File: src/rtl/sg_chain_walker.sv
`timescale 1ns/1ps
module sg_chain_walker #(
  parameter bit IS_RX = 1'b1,
  parameter int AW = 32,
  parameter int LW = 16,
  parameter int RW = 8
) (
  input  logic          clk,
  input  logic          rst_n,
  input  logic          reg_wr,
  input  logic [RW-1:0] reg_addr,
  input  logic [31:0]   reg_wdata,
  output logic          mem_req,
  output logic [AW-1:0] mem_addr,
  input  logic          mem_rvalid,
  input  logic [63:0]   mem_rdata,
  output logic          xfer_valid,
  output logic [AW-1:0] xfer_addr,
  output logic [LW-1:0] xfer_len,
  input  logic          xfer_done,
  output logic [31:0]   row_bytes,
  output logic          busy,
  output logic          done,
  output logic          err
);
  localparam logic [RW-1:0] OFF_LO  = RW'(8'h04);
  localparam logic [RW-1:0] OFF_EN  = RW'(8'h14);
  localparam logic [RW-1:0] OFF_ROW = RW'(8'h30);
  localparam logic [AW-1:0] STRIDE  = AW'(8);

  typedef enum logic [1:0] {S_IDLE, S_REQ, S_WAIT, S_XFER} state_t;
  state_t state;

  logic [AW-1:0] base_q, ptr;
  logic          last_q;

  wire wr_lo    = reg_wr && reg_addr == OFF_LO;
  wire wr_en    = IS_RX && reg_wr && reg_addr == OFF_EN;
  wire wr_row   = IS_RX && reg_wr && reg_addr == OFF_ROW;
  wire start_rq = IS_RX ? (wr_en && reg_wdata[0]) : wr_lo;
  wire stop_rq  = wr_en && !reg_wdata[0];

  wire [AW-1:0] next_base = wr_lo ? reg_wdata[AW-1:0] : base_q;

  wire [7:0]    d_flags = mem_rdata[7:0];
  wire [LW-1:0] d_len   = mem_rdata[16 +: LW];
  wire [AW-1:0] d_addr  = mem_rdata[32 +: AW];
  wire          d_bad   = !d_flags[0] || (d_len[1:0] != 2'b00);

  assign mem_req    = state == S_REQ;
  assign mem_addr   = ptr;
  assign xfer_valid = state == S_XFER;
  assign busy       = state != S_IDLE;

  always_ff @(posedge clk or negedge rst_n) begin
    if (!rst_n) begin
      base_q    <= '0;
      row_bytes <= '0;
    end else begin
      if (wr_lo)  base_q    <= reg_wdata[AW-1:0];
      if (wr_row) row_bytes <= reg_wdata;
    end
  end

  always_ff @(posedge clk or negedge rst_n) begin
    if (!rst_n) begin
      state     <= S_IDLE;
      ptr       <= '0;
      last_q    <= 1'b0;
      xfer_addr <= '0;
      xfer_len  <= '0;
      done      <= 1'b0;
      err       <= 1'b0;
    end else begin
      done <= 1'b0;
      if (stop_rq && state != S_IDLE) begin
        state <= S_IDLE;
      end else begin
        case (state)
          S_IDLE: if (start_rq) begin
            ptr   <= {next_base[AW-1:3], 3'b000};
            err   <= 1'b0;
            state <= S_REQ;
          end
          S_REQ: state <= S_WAIT;
          S_WAIT: if (mem_rvalid) begin
            if (d_bad) begin
              err   <= 1'b1;
              state <= S_IDLE;
            end else begin
              last_q    <= d_flags[1];
              xfer_addr <= d_addr;
              xfer_len  <= d_len;
              if (d_flags[5]) begin
                state <= S_XFER;
              end else if (d_flags[1]) begin
                done  <= 1'b1;
                state <= S_IDLE;
              end else begin
                ptr   <= ptr + STRIDE;
                state <= S_REQ;
              end
            end
          end
          S_XFER: if (xfer_done) begin
            if (last_q) begin
              done  <= 1'b1;
              state <= S_IDLE;
            end else begin
              ptr   <= ptr + STRIDE;
              state <= S_REQ;
            end
          end
          default: state <= S_IDLE;
        endcase
      end
    end
  end
endmodule

File: config.mk
export PLATFORM = sky130hd
export DESIGN_NAME = sg_chain_walker
export DESIGN_NICKNAME = d
export VERILOG_FILES = /design/src/rtl/sg_chain_walker.sv
export SDC_FILE = /design/constraint.sdc
export NUM_CORES = 1
export LEC_CHECK = 0
export ABC_AREA = 1
export ABC_CLOCK_PERIOD_IN_PS = 3710
export BUFFER_PORTS_ARGS = -buffer_cell sky130_fd_sc_hd__buf_2
export CORE_ASPECT_RATIO = 1.25
export CORE_MARGIN = 10
export CORE_UTILIZATION = 50
export CTS_CLUSTER_SIZE = 14
export DETAILED_ROUTE_END_ITERATION = 7
export PLACE_DENSITY = 0.85
export SLEW_MARGIN = 15
export SYNTH_ARGS = -nofsm -noshare
export SYNTH_HDL_FRONTEND = slang
export SYNTH_SLANG_ARGS = --single-unit
export TNS_END_PERCENT = 10
File: constraint.sdc
create_clock -name clk -period 3.71 [get_ports clk]
set_input_delay 0.1855 -clock clk [delete_from_list [all_inputs] [get_ports clk]]
set_output_delay 0.1855 -clock clk [all_outputs]
set_load 0.02 [all_outputs]
### After elaboration in Yosys (flattened, before gate mapping)

Index checks and enable logic that the tools add are counted.

* register bits: 149
* output and inout port bits: 117
* word-level logic and storage cells: 78

* $add $sub $neg: 1
* eq/ne operators: 17
* muxes and demuxes: 30
* bitwise logic cells: 2
* reduce and logical (&&, ||, !) cells: 18

Operators by type and width (number)
* 2-to-1 mux 32 bit: 8
* one-hot mux 32 bit (3 select lines): 1
* adder 32 x 4 -> 32 bit (second input constant): 1
* != test 2 bit (second input constant): 7
* 2-to-1 mux 1 bit: 12
* 2-to-1 mux 2 bit: 6
* AND reduction 9 bit: 1
* equality test 8 x 3 -> 1 bit (second input constant): 1
* equality test 8 x 5 -> 1 bit (second input constant): 1
* equality test 8 x 6 -> 1 bit (second input constant): 1
* one-hot mux 2 bit (4 select lines): 1
* logical AND 1 bit: 6
* != test 3 bit (second input constant): 2
* nonzero test 2 bit: 3
* AND reduction 5 bit: 1
* equality test 2 bit (second input constant): 2
* one-hot mux 1 bit (2 select lines): 2
* AND reduction 4 bit: 1
* != test 3 x 1 -> 1 bit (second input constant): 1
* AND reduction 3 bit: 1
* nonzero test 3 bit: 1
* equality test 2 x 1 -> 1 bit (second input constant): 1
* logical NOT 1 bit: 2
* logical NOT 2 bit: 1
* other kinds (3): 4

### Depth between registers and ports, before layout

Gate-level depths: netlist of the first run.

* depth after elaboration: 6
* depth in mapped cells: 11

### Least setup slack after synthesis of the first run

Ideal clock, no wire load.

* path type: flip-flop to flip-flop
* start point: register ptr[4] (netlist: mem_addr[4])
* end point: register ptr[29] (netlist: mem_addr[29])
* setup time: 0.119 ns
* data arrival time: 1.459 ns
* setup slack: 2.132 ns
* cell stages (with the launch flop): 11
* path buffers: 0
* clock period less this slack: 1.578 ns
* cells stage by stage: dfrtp_1 > ha_1 > nand2_1 > nor2_1 > nand3_1 > inv_1 > nand2_1 > nand2_1 > nand3_1 > nand3_1 > nand2_1

* longest elaborated chain between the ends: 6
* elaborated cells between the ends (all ways): 8

Ends and longest elaborated chain
* start: declaration: line 34 `logic [AW-1:0] base_q, ptr;`
* start signal: assignment: line 81 `ptr <= {next_base[AW-1:3], 3'b000};`
* start signal: assignment: line 100 `ptr <= ptr + STRIDE;`
* start signal: assignment: line 110 `ptr <= ptr + STRIDE;`
* adder 32 x 4 -> 32 bit (*): line 100, 110
* 2-to-1 mux 32 bit: line 96 `end else if (d_flags[1]) begin`
* 2-to-1 mux 32 bit: line 94 `if (d_flags[5]) begin`
* 2-to-1 mux 32 bit: line 87 `if (d_bad) begin`
* 2-to-1 mux 32 bit: line 86 `S_WAIT: if (mem_rvalid) begin`
* one-hot mux 32 bit (3 select lines) (*): line 79 `case (state)`

Mark *: on every way between the ends. The rest lies on a longest branch, timed or not. The select of a mux whose other input is x is not followed.
A chain may end at the register's enable or synchronous reset.

### Final worst setup path of the first run

* start point: register state[1]
* end point: register ptr[3] (netlist: mem_addr[3])

* longest elaborated chain between the ends: 4
* elaborated cells between the ends (all ways): 16

Ends and longest elaborated chain
* start: declaration: line 32 `state_t state;`
* start signal: assignment: line 67 `state <= S_IDLE;`
* start signal: assignment: line 77 `state <= S_IDLE;`
* start signal: assignment: line 83 `state <= S_REQ;`
* branches (longest 4 deep; another with AND reduction 9 bit)

Several ways; the timed one is not identified.

==> qor.txt, run 1 <==
ANT nets after route = 0
# DRC = 0
Clk Latency, worst-skew pair = 0.43 ns
CP max-delay cell = dfrtp_1
Slew @ Worst Pin = 0.669 ns
status = finished, final reports clean
Synth Cell Area = 0.00708 mm2
#FFs+latches synth = 143
Chip Height = 153 um
CP endpoint kind = flop
fmax = 445 MHz
setup_tns = 0 ns
Worst VDD drop = 0.000465 V
GRT Total Usage = 22.8%
Resized Gates After CTS = 0
WL/cell = 16.3 um
pin count of the biggest net entering global routing = 74
path type of the worst setup path = reg -> reg
gpl congestion = 0.909
Cell Chain, Critical Path = inv_2 > buf_4 > o21a_1 > nor2_1 > nand2_1 > inv_2 > nand2_4 > nor2_4 > buf_4 > nand2_1 > o21ai_1
layout cells sized above 1 = 23.8%
PwrDens = 650 mW/mm2
Synth area leader = dfrtp_1
Core Region = 0.0139 mm2
post-synthesis sequential area ratio = 50.6%
setup violators final = 0
vias per cell = 5.15
R2R Path Start = state[1]$_DFFE_PN0P_
slowest stage delay, CP = 0.54 ns
Initial Utilization = 51.0%
critical path required time = 4.05 ns
fin nets = 1279
Final Hold Vio Count = 0
1st-iter DRT viols = 501
RSZ-0062 raised after global routing = false
vias in the first global route = 7065
top_reg_cell synth = dfrtp_1
Clock Pin Slew Worst Setup and Hold Paths = 0.06 ns
Yosys cell types = 32
fin crit period = 2.25 ns
Die Wd = 126 um
Arr. time, crit path = 2.59 ns
clock skew = 0.00734 ns
dominant cell by count in the synthesized netlist = nand2_1
final design utilization = 66.7%
Synth top cells by count = nand2_1 (393), dfrtp_1 (143), nand3_1 (77)
worst hold start = reg_wdata[26]
DIE AREA = 0.0193 mm2
PortBufs = 209
Setup crit start = state[1]$_DFFE_PN0P_
Crit Path Max Fanout = 40
Leakage = 5.11 nW
Startpoint Class = flop
Min-Delay Path Class = in -> reg
H-tree depth reported by CTS = 4
drt pass-1 iters = 6
ant diodes = 0
R2R setup slack = 1.46 ns
Rows = 48
Final Cycle Share = 60.6%
io pins = 226
total CTS buffers = 17
syn avg cell area = 7.68 um2
Final Slew Violations = 0
largest cells by area after synthesis = dfrtp_1 (51%), nand2_1 (21%), nand3_1 (5.4%), inv_1 (3.6%), nor2_1 (2.9%)
Synth top area share = 50.6%
Cells after Synth = 921
CTS tree = done
initial antenna violation count = 0
Rel. slew slack = 55.4%
Post-DP HPWL = 15.2 mm
WL final = 22.1 mm
root buf cell = clkbuf_16
number of synthesized flops with an enable pin = 0
vias after detailed routing = 6982
maxcap violations = 0
P&R area growth vs syn = 30.7%
worst-case clock buffer depth = 2
Yosys Warn Count = 0
first-pass GRT wire length = 36.1 mm
Synth async-reset ratio = 100%
clock sink count = 143
global route overflow = 0
## where the power goes
part	switching, mW	internal [mW]	total, mW
Clock	0.658	0.994	1.65
Combinational	1.40	0.667	2.07
Sequential	0.334	1.96	2.29
Total	2.39	3.62	6.02
## metrics by stage
step	std cells	hold WS [ns]	power [mW]	setup WS [ns]	instance area, um2
floorplan	923	-0.110	3.54	2.13	7080
finish	1357	0.00937	6.02	1.46	9250
global route	1357	0.00332	6.36	1.31	9250
CTS	1357	0.000172	6.00	1.50	9250
global placement	1277	0.228	4.22	1.53	8200
detailed placement	1277	0.233	4.29	1.50	8200
## registers in the layout (all words and copies together) (netlist names)
register	cells
row_bytes	32
xfer_addr	32
base_q	29
mem_addr	29
xfer_len	16
state	2
done	1
err	1
last_q	1
## kinds of logic (layout without fill, tap and decap cells)
| kind of cell | after synthesis | count (layout) | synth area share, % |
|---|---|---|---|
| AND/OR/NAND/NOR | 565 | 565 | 33.2 |
| flip-flops | 143 | 143 | 50.6 |
| buffers and inverters | 114 | 373 | 7.27 |
| AO/OA/AOI/OAI | 84 | 84 | 6.68 |
| multiplexers | 12 | 12 | 1.91 |
| adder cells (fa/ha/maj) | 1 | 1 | 0.177 |
| other | 1 | 3 | 0.0530 |
| XOR/XNOR | 1 | 1 | 0.124 |
## final cells by class
cell class                 instances  area, um2
multi-input combinational        666       2990
clock buffer                      24        492
inverter                          76        285
fill                            1097       4620
clock inverter                     8       80.1
timing repair buffer             265       1610
tap                              175        219
sequential                       143       3580
## critical path: cells and delay by family (launching register included)
family                 cells  cell delay (ns)
and+or+nand+nor            5             0.54
DFF                        1             0.54
AOI/OAI and AO/OA          2             0.32
buffers and inverters      4             0.74
## metal layers
metal	GRT usage, %	share of wire, %	up-vias
li1	-	-	3384
met1	25.0	37	3264
met2	39.1	51	292
met3	9.13	9.7	42
met4	7.66	2.3	0
met5	0	0	-
## placed cells by master, fill, tap and decap left out, types with 8 or more instances in the layout
cell type,Yosys,layout
and2_1,11,11
buf_2,6,208
clkbuf_16,0,17
dfrtp_1,143,143
dlygate4sd3_1,0,48
inv_1,68,68
mux2_2,12,12
nand2_1,393,393
nand3_1,77,77
nand4_1,8,8
nor2_1,55,55
o21a_1,9,9
o21ai_0,39,39
o21ai_1,22,22
o21bai_1,11,11
## what timing repair did
item,4_1_cts,5_1_grt
hold buffers,48,0
endpoints found under the hold margin,117,0
setup buffers,0,0
## final timing paths
path	to	depth (start not counted)
worst max-delay path	mem_addr[3]$_DFFE_PN0P_	11
worst min-delay path	row_bytes[26]$_DFFE_PN0P_	2
worst max register to register	mem_addr[3]$_DFFE_PN0P_	11
worst min register to register	base_q[31]$_DFF_PN0_	2
max in group asynchronous	base_q[23]$_DFF_PN0_	3
min in group asynchronous	xfer_len[10]$_DFFE_PN0P_	2
(Power assumes the default switching activity.)
==> inputs of run 2 (changes only) <==
Settings changed: ABC_CLOCK_PERIOD_IN_PS 3710 to 1800, CORE_UTILIZATION 50 to 46, PLACE_DENSITY 0.85 to 0.82.
Clock period 3.71 ns to 1.8 ns, I/O delays scaled along.
==> run 2 against run 1 <==
Design area is 5.6% higher; sequential share of layout area is 2.0 points lower; count of clock-buffer cells in the layout is 6 lower; non-clock buffer count is 42 higher; largest cell class unchanged; hold slack better by 0.025 ns; register-to-register slack worse by 1.3 ns; sequential power is 110% higher; combinational power is 110% higher; clock skew is 0.0032 ns higher; routed wire length is 5.3% higher; power is 110% higher.
==> qor.txt, run 2 (synthesis gave the netlist of run 1 again) <==
layout cells sized above 1 = 24.4%
Fillers = 1154
# DRC = 0
fin crit period = 1.68 ns
power share of the clock group = 28.8%
Largest regs = row_bytes (32), xfer_addr (32)
sw frac = 39.1%
commonest non-fill, non-tap cell in the layout = nand2_1
Crit path max-delay family = simple AND/OR/NAND/NOR gates
Min-Delay Path Class = in -> reg
io pins = 226
Leakage = 5.32 nW
Startpoint Class = flop
GRT Total Usage = 22.4%
global route overflow = 0
vias in the first global route = 7326
P_int = 7.86 mW
gpl congestion = 0.866
first-pass GRT wire length = 36.4 mm
Post-DP HPWL = 15.8 mm
R2R setup slack = 0.12 ns
clock skew = 0.0106 ns
Finished Cell Area = 0.00976 mm2
path type of the worst setup path = reg -> reg
Final Slew Violations = 0
critical path required time = 2.16 ns
CP endpoint kind = flop
RSZ-0062 raised after global routing = true
setup violators final = 0
P&R area growth vs syn = 38.0%
Rows = 50
ANT nets after route = 0
Clock Pin Slew Worst Setup and Hold Paths = 0.06 ns
PortBufs = 209
switching power = 5.05 mW
Clk Latency, worst-skew pair = 0.42 ns
ant diodes = 0
root buf cell = clkbuf_16
setup_tns = 0 ns
1st-iter DRT viols = 535
pin count of the biggest net entering global routing = 49
pre-CTS setup slack = 0.0880 ns
Arr. time, crit path = 2.04 ns
total CTS buffers = 17
DIE AREA = 0.0208 mm2
WL final = 23.3 mm
Die Wd = 131 um
status = finished, final reports clean
PwrDens = 1320 mW/mm2
maxcap violations = 0
Crit Path Max Fanout = 48
vias per cell = 5.11
clock sink count = 143
most frequent cells in the layout = nand2_1 (393), buf_2 (208), dfrtp_1 (142)
Final Cycle Share = 93.5%
Initial Utilization = 47.1%
WHS = 0.0342 ns
Sequential Power Share = 37.0%
placed cell areas = 0.00834 mm2
fin nets = 1321
Worst VDD drop = 0.00104 V
drt pass-1 iters = 7
postcts setup bufs = 0
worst-case clock buffer depth = 2
WL/cell = 16.6 um
CTS tree = done
CP Buf/Inv Count = 4
slowest stage delay, CP = 0.46 ns
H-tree depth reported by CTS = 4
initial antenna violation count = 0
vias after detailed routing = 7175
Final Hold Vio Count = 0
Core Region = 0.0150 mm2
fmax = 594 MHz
CP max-delay cell = dfrtp_1
CP dominant cell by count = nand2_1
Chip Height = 159 um
Cell Chain, Critical Path = inv_2 > nand2_2 > nor2_2 > nand2_1 > clkinv_1 > nand2_2 > inv_2 > buf_12 > nand2_1 > nand2_1
Gate power share = 34.2%
post-route setup slack = 0.117 ns
## run 2: final cells by class
cell class | instances | area, um2 | area share (%)
timing repair buffer | 307 | 2050 | 21.0
multi-input combinational | 666 | 3010 | 30.8
tap | 182 | 228 | 2.33
clock buffer | 18 | 429 | 4.40
sequential | 143 | 3580 | 36.7
clock inverter | 13 | 186 | 1.91
inverter | 76 | 285 | 2.92
## run 2: repair_timing
| item | CTS | global route |
|---|---|---|
| resized for setup | 0 | 8 |
| hold endpoints to repair | 206 | 0 |
| endpoints found under the setup margin | 0 | 14 |
| hold buffers | 79 | 0 |
## run 2: power by group through the flow
| stage | combinational [mW] | sequential [mW] | clock [mW] |
|---|---|---|---|
| final | 4.42 | 4.77 | 3.72 |
| after global placement | 4.12 | 4.72 | 0 |
| after global routing | 4.83 | 4.85 | 3.88 |
| after floorplan | 1.75 | 5.55 | 0 |
| after CTS | 4.34 | 4.72 | 3.77 |
| after detailed placement | 4.21 | 4.73 | 0 |
## run 2: worst paths after layout
check	from	end	depth (start not counted)
max	state[0]$_DFFE_PN0P_	xfer_addr[14]$_DFFE_PN0P_	10
min	reg_wdata[0]	row_bytes[0]$_DFFE_PN0P_	3
max reg2reg	state[0]$_DFFE_PN0P_	xfer_addr[14]$_DFFE_PN0P_	10
min reg2reg	base_q[22]$_DFF_PN0_	base_q[22]$_DFF_PN0_	2
max in group asynchronous	rst_n	row_bytes[18]$_DFFE_PN0P_	3
min in group asynchronous	rst_n	xfer_len[10]$_DFFE_PN0P_	2
## run 2: worst register-to-register path: stages, from the launching register on
cell and delay (ns):
dfrtp_1 0.46, inv_2 0.11, nand2_2 0.07, nor2_2 0.19, nand2_1 0.11, clkinv_1 0.07
nand2_2 0.07, inv_2 0.08, buf_12 0.22, nand2_1 0.17, nand2_1 0.08
## run 2: per-stage QoR
step | power, mW | utilization (%) | std cells
3_3_place_gp | 8.84 | 55.5 | 1295
3_5_place_dp | 8.94 | 55.5 | 1295
6_report | 12.9 | 65.0 | 1405
4_1_cts | 12.8 | 64.9 | 1405
2_1_floorplan | 7.29 | - | 923
5_1_grt | 13.6 | 65.0 | 1405
## run 2: routing by layer
layer,wire [um],track usage [%],share of wire (%),vias to the layer above
li1,-,-,-,3466
met4,939,11.9,4.0,0
met1,8490,23.7,36,3332
met5,0,0,0,-
met2,11600,37.9,50,314
met3,2250,8.32,9.7,63
==> inputs of run 3 (changes only) <==
Settings changed: ABC_CLOCK_PERIOD_IN_PS 1800 to 2140, CORE_UTILIZATION 46 to 50, PLACE_DENSITY 0.82 to 0.85.
Clock period 1.8 ns to 2.14 ns, I/O delays scaled along.
==> run 3 against run 2 <==
Sequential share of layout area grew 0.40 points; design area is 1.1% lower; global-route usage grew 0.84 points; largest power group unchanged; sequential power shrank 17%; largest cell class unchanged; critical endpoint is now xfer_addr[26]$_DFFE_PN0P_; maximum frequency shrank 6.9%; count of clock-buffer cells in the layout increased by 3; hold slack got worse by 0.023 ns; power shrank 18%.
==> qor.txt, run 3 (synthesis gave the netlist of run 1 again) <==
status = finished, final reports clean
vias after detailed routing = 7184
Critical Path Sink = xfer_addr[26]$_DFFE_PN0P_
fin cells = 1395
fin nets = 1316
Arr. time, crit path = 2.17 ns
Resized Gates After CTS = 0
Clk Latency, worst-skew pair = 0.43 ns
critical path required time = 2.50 ns
WL/cell = 16.3 um
setup_tns = 0 ns
first-pass GRT wire length = 36.9 mm
pin count of the biggest net entering global routing = 58
Rel. slew slack = 64.4%
DIE AREA = 0.0193 mm2
Chip Height = 153 um
GRT Total Usage = 23.2%
root buf cell = clkbuf_16
P&R area growth vs syn = 36.5%
Clock Pin Slew Worst Setup and Hold Paths = 0.06 ns
Startpoint Class = flop
Min-Delay Path Class = in -> reg
worst hold start = reg_wdata[19]
drt pass-1 iters = 5
most frequent cells in the layout = nand2_1 (393), buf_2 (208), dfrtp_1 (143)
Final Cycle Share = 84.4%
Slew @ Worst Pin = 0.534 ns
commonest non-fill, non-tap cell in the layout = nand2_1
R2R Path Start = state[1]$_DFFE_PN0P_
R2R setup slack = 0.33 ns
end of the worst register-to-register path = xfer_addr[26]$_DFFE_PN0P_
fin crit period = 1.81 ns
cell count after placement = 1284
Final Slew Violations = 0
io pins = 226
worst-case clock buffer depth = 2
layout cells sized above 1 = 23.9%
Final Hold Vio Count = 0
H-tree depth reported by CTS = 4
1st-iter DRT viols = 434
Post-DP HPWL = 15.4 mm
CP endpoint kind = flop
worst-case reg-to-reg path depth = 7
Core Region = 0.0139 mm2
path type of the worst setup path = reg -> reg
global route overflow = 0
placed cell areas = 0.00829 mm2
vias in the first global route = 7427
Worst VDD drop = 0.000883 V
clock skew = 0.00949 ns
Initial Utilization = 51.0%
clock sink count = 143
total CTS buffers = 17
PwrDens = 1090 mW/mm2
vias per cell = 5.15
maxcap violations = 0
Setup crit start = state[1]$_DFFE_PN0P_
fmax = 553 MHz
Leakage = 5.30 nW
# DRC = 0
gpl congestion = 0.924
CTS tree = done
PortBufs = 209
final design utilization = 69.6%
Die Wd = 126 um
Finished Cell Area = 0.00966 mm2
Largest regs = row_bytes (32), xfer_addr (32)
setup violators final = 0
Rows = 48
WL final = 22.7 mm
ANT nets after route = 0
Crit Path Max Fanout = 48
initial antenna violation count = 1
RSZ-0062 raised after global routing = false
[run 3: per-stage QoR]
step	hold WS (ns)	total power, mW	setup slack, ns
detailed placement	0.103	7.46	0.378
global route	0.0220	11.2	0.173
floorplan	-0.189	6.13	0.562
CTS	0.00778	10.5	0.376
global placement	0.101	7.35	0.465
finish	0.0116	10.6	0.333
[run 3: metal layers]
layer | part of all wire (%) | GRT usage (%) | up-vias
li1 | - | - | 3449
met1 | 38 | 25.6 | 3367
met2 | 49 | 38.6 | 315
met3 | 9.1 | 8.79 | 53
met4 | 3.6 | 11.0 | 0
met5 | 0 | 0 | -
[run 3: layout make-up]
class	instances	area [um2]
well taps	175	219
diodes	1	2.50
flip-flops and latches	143	3580
clock buffers	21	480
inverters	76	285
repair buffers	302	2000
fillers	1012	4220
clock inverters	11	104
multi-input cells	666	2990
[run 3: power by group]
group / internal (mW) / switching, mW / total [mW] / leakage [nW]
combinational: 1.23 / 2.44 / 3.68 / 3.08
sequential: 3.40 / 0.587 / 3.98 / 1.93
clock: 1.73 / 1.17 / 2.91 / 0.287
total: 6.36 / 4.21 / 10.6 / 5.30
[run 3: repair_timing]
item                                   in CTS  in global routing
hold buffers                               78                  0
buffers inserted                            0                  0
endpoints found under the hold margin     141                  0
[run 3: worst max-delay path, stage by stage (launching register included)]
cell	delay [ns]
dfrtp_1	0.54
nor2_4	0.09
inv_1	0.12
nand3_2	0.18
nand2_2	0.12
buf_4	0.43
nand2_1	0.14
nand2_1	0.11
[run 3: how the worst min path moves through the flow]
stage	end	depth (start not counted)
final	row_bytes[19]$_DFFE_PN0P_	3
after global placement	xfer_addr[8]$_DFFE_PN0P_	1
after floorplan	base_q[10]$_DFF_PN0_	0
after global routing	row_bytes[19]$_DFFE_PN0P_	3
after detailed placement	xfer_addr[8]$_DFFE_PN0P_	1
after CTS	row_bytes[19]$_DFFE_PN0P_	3
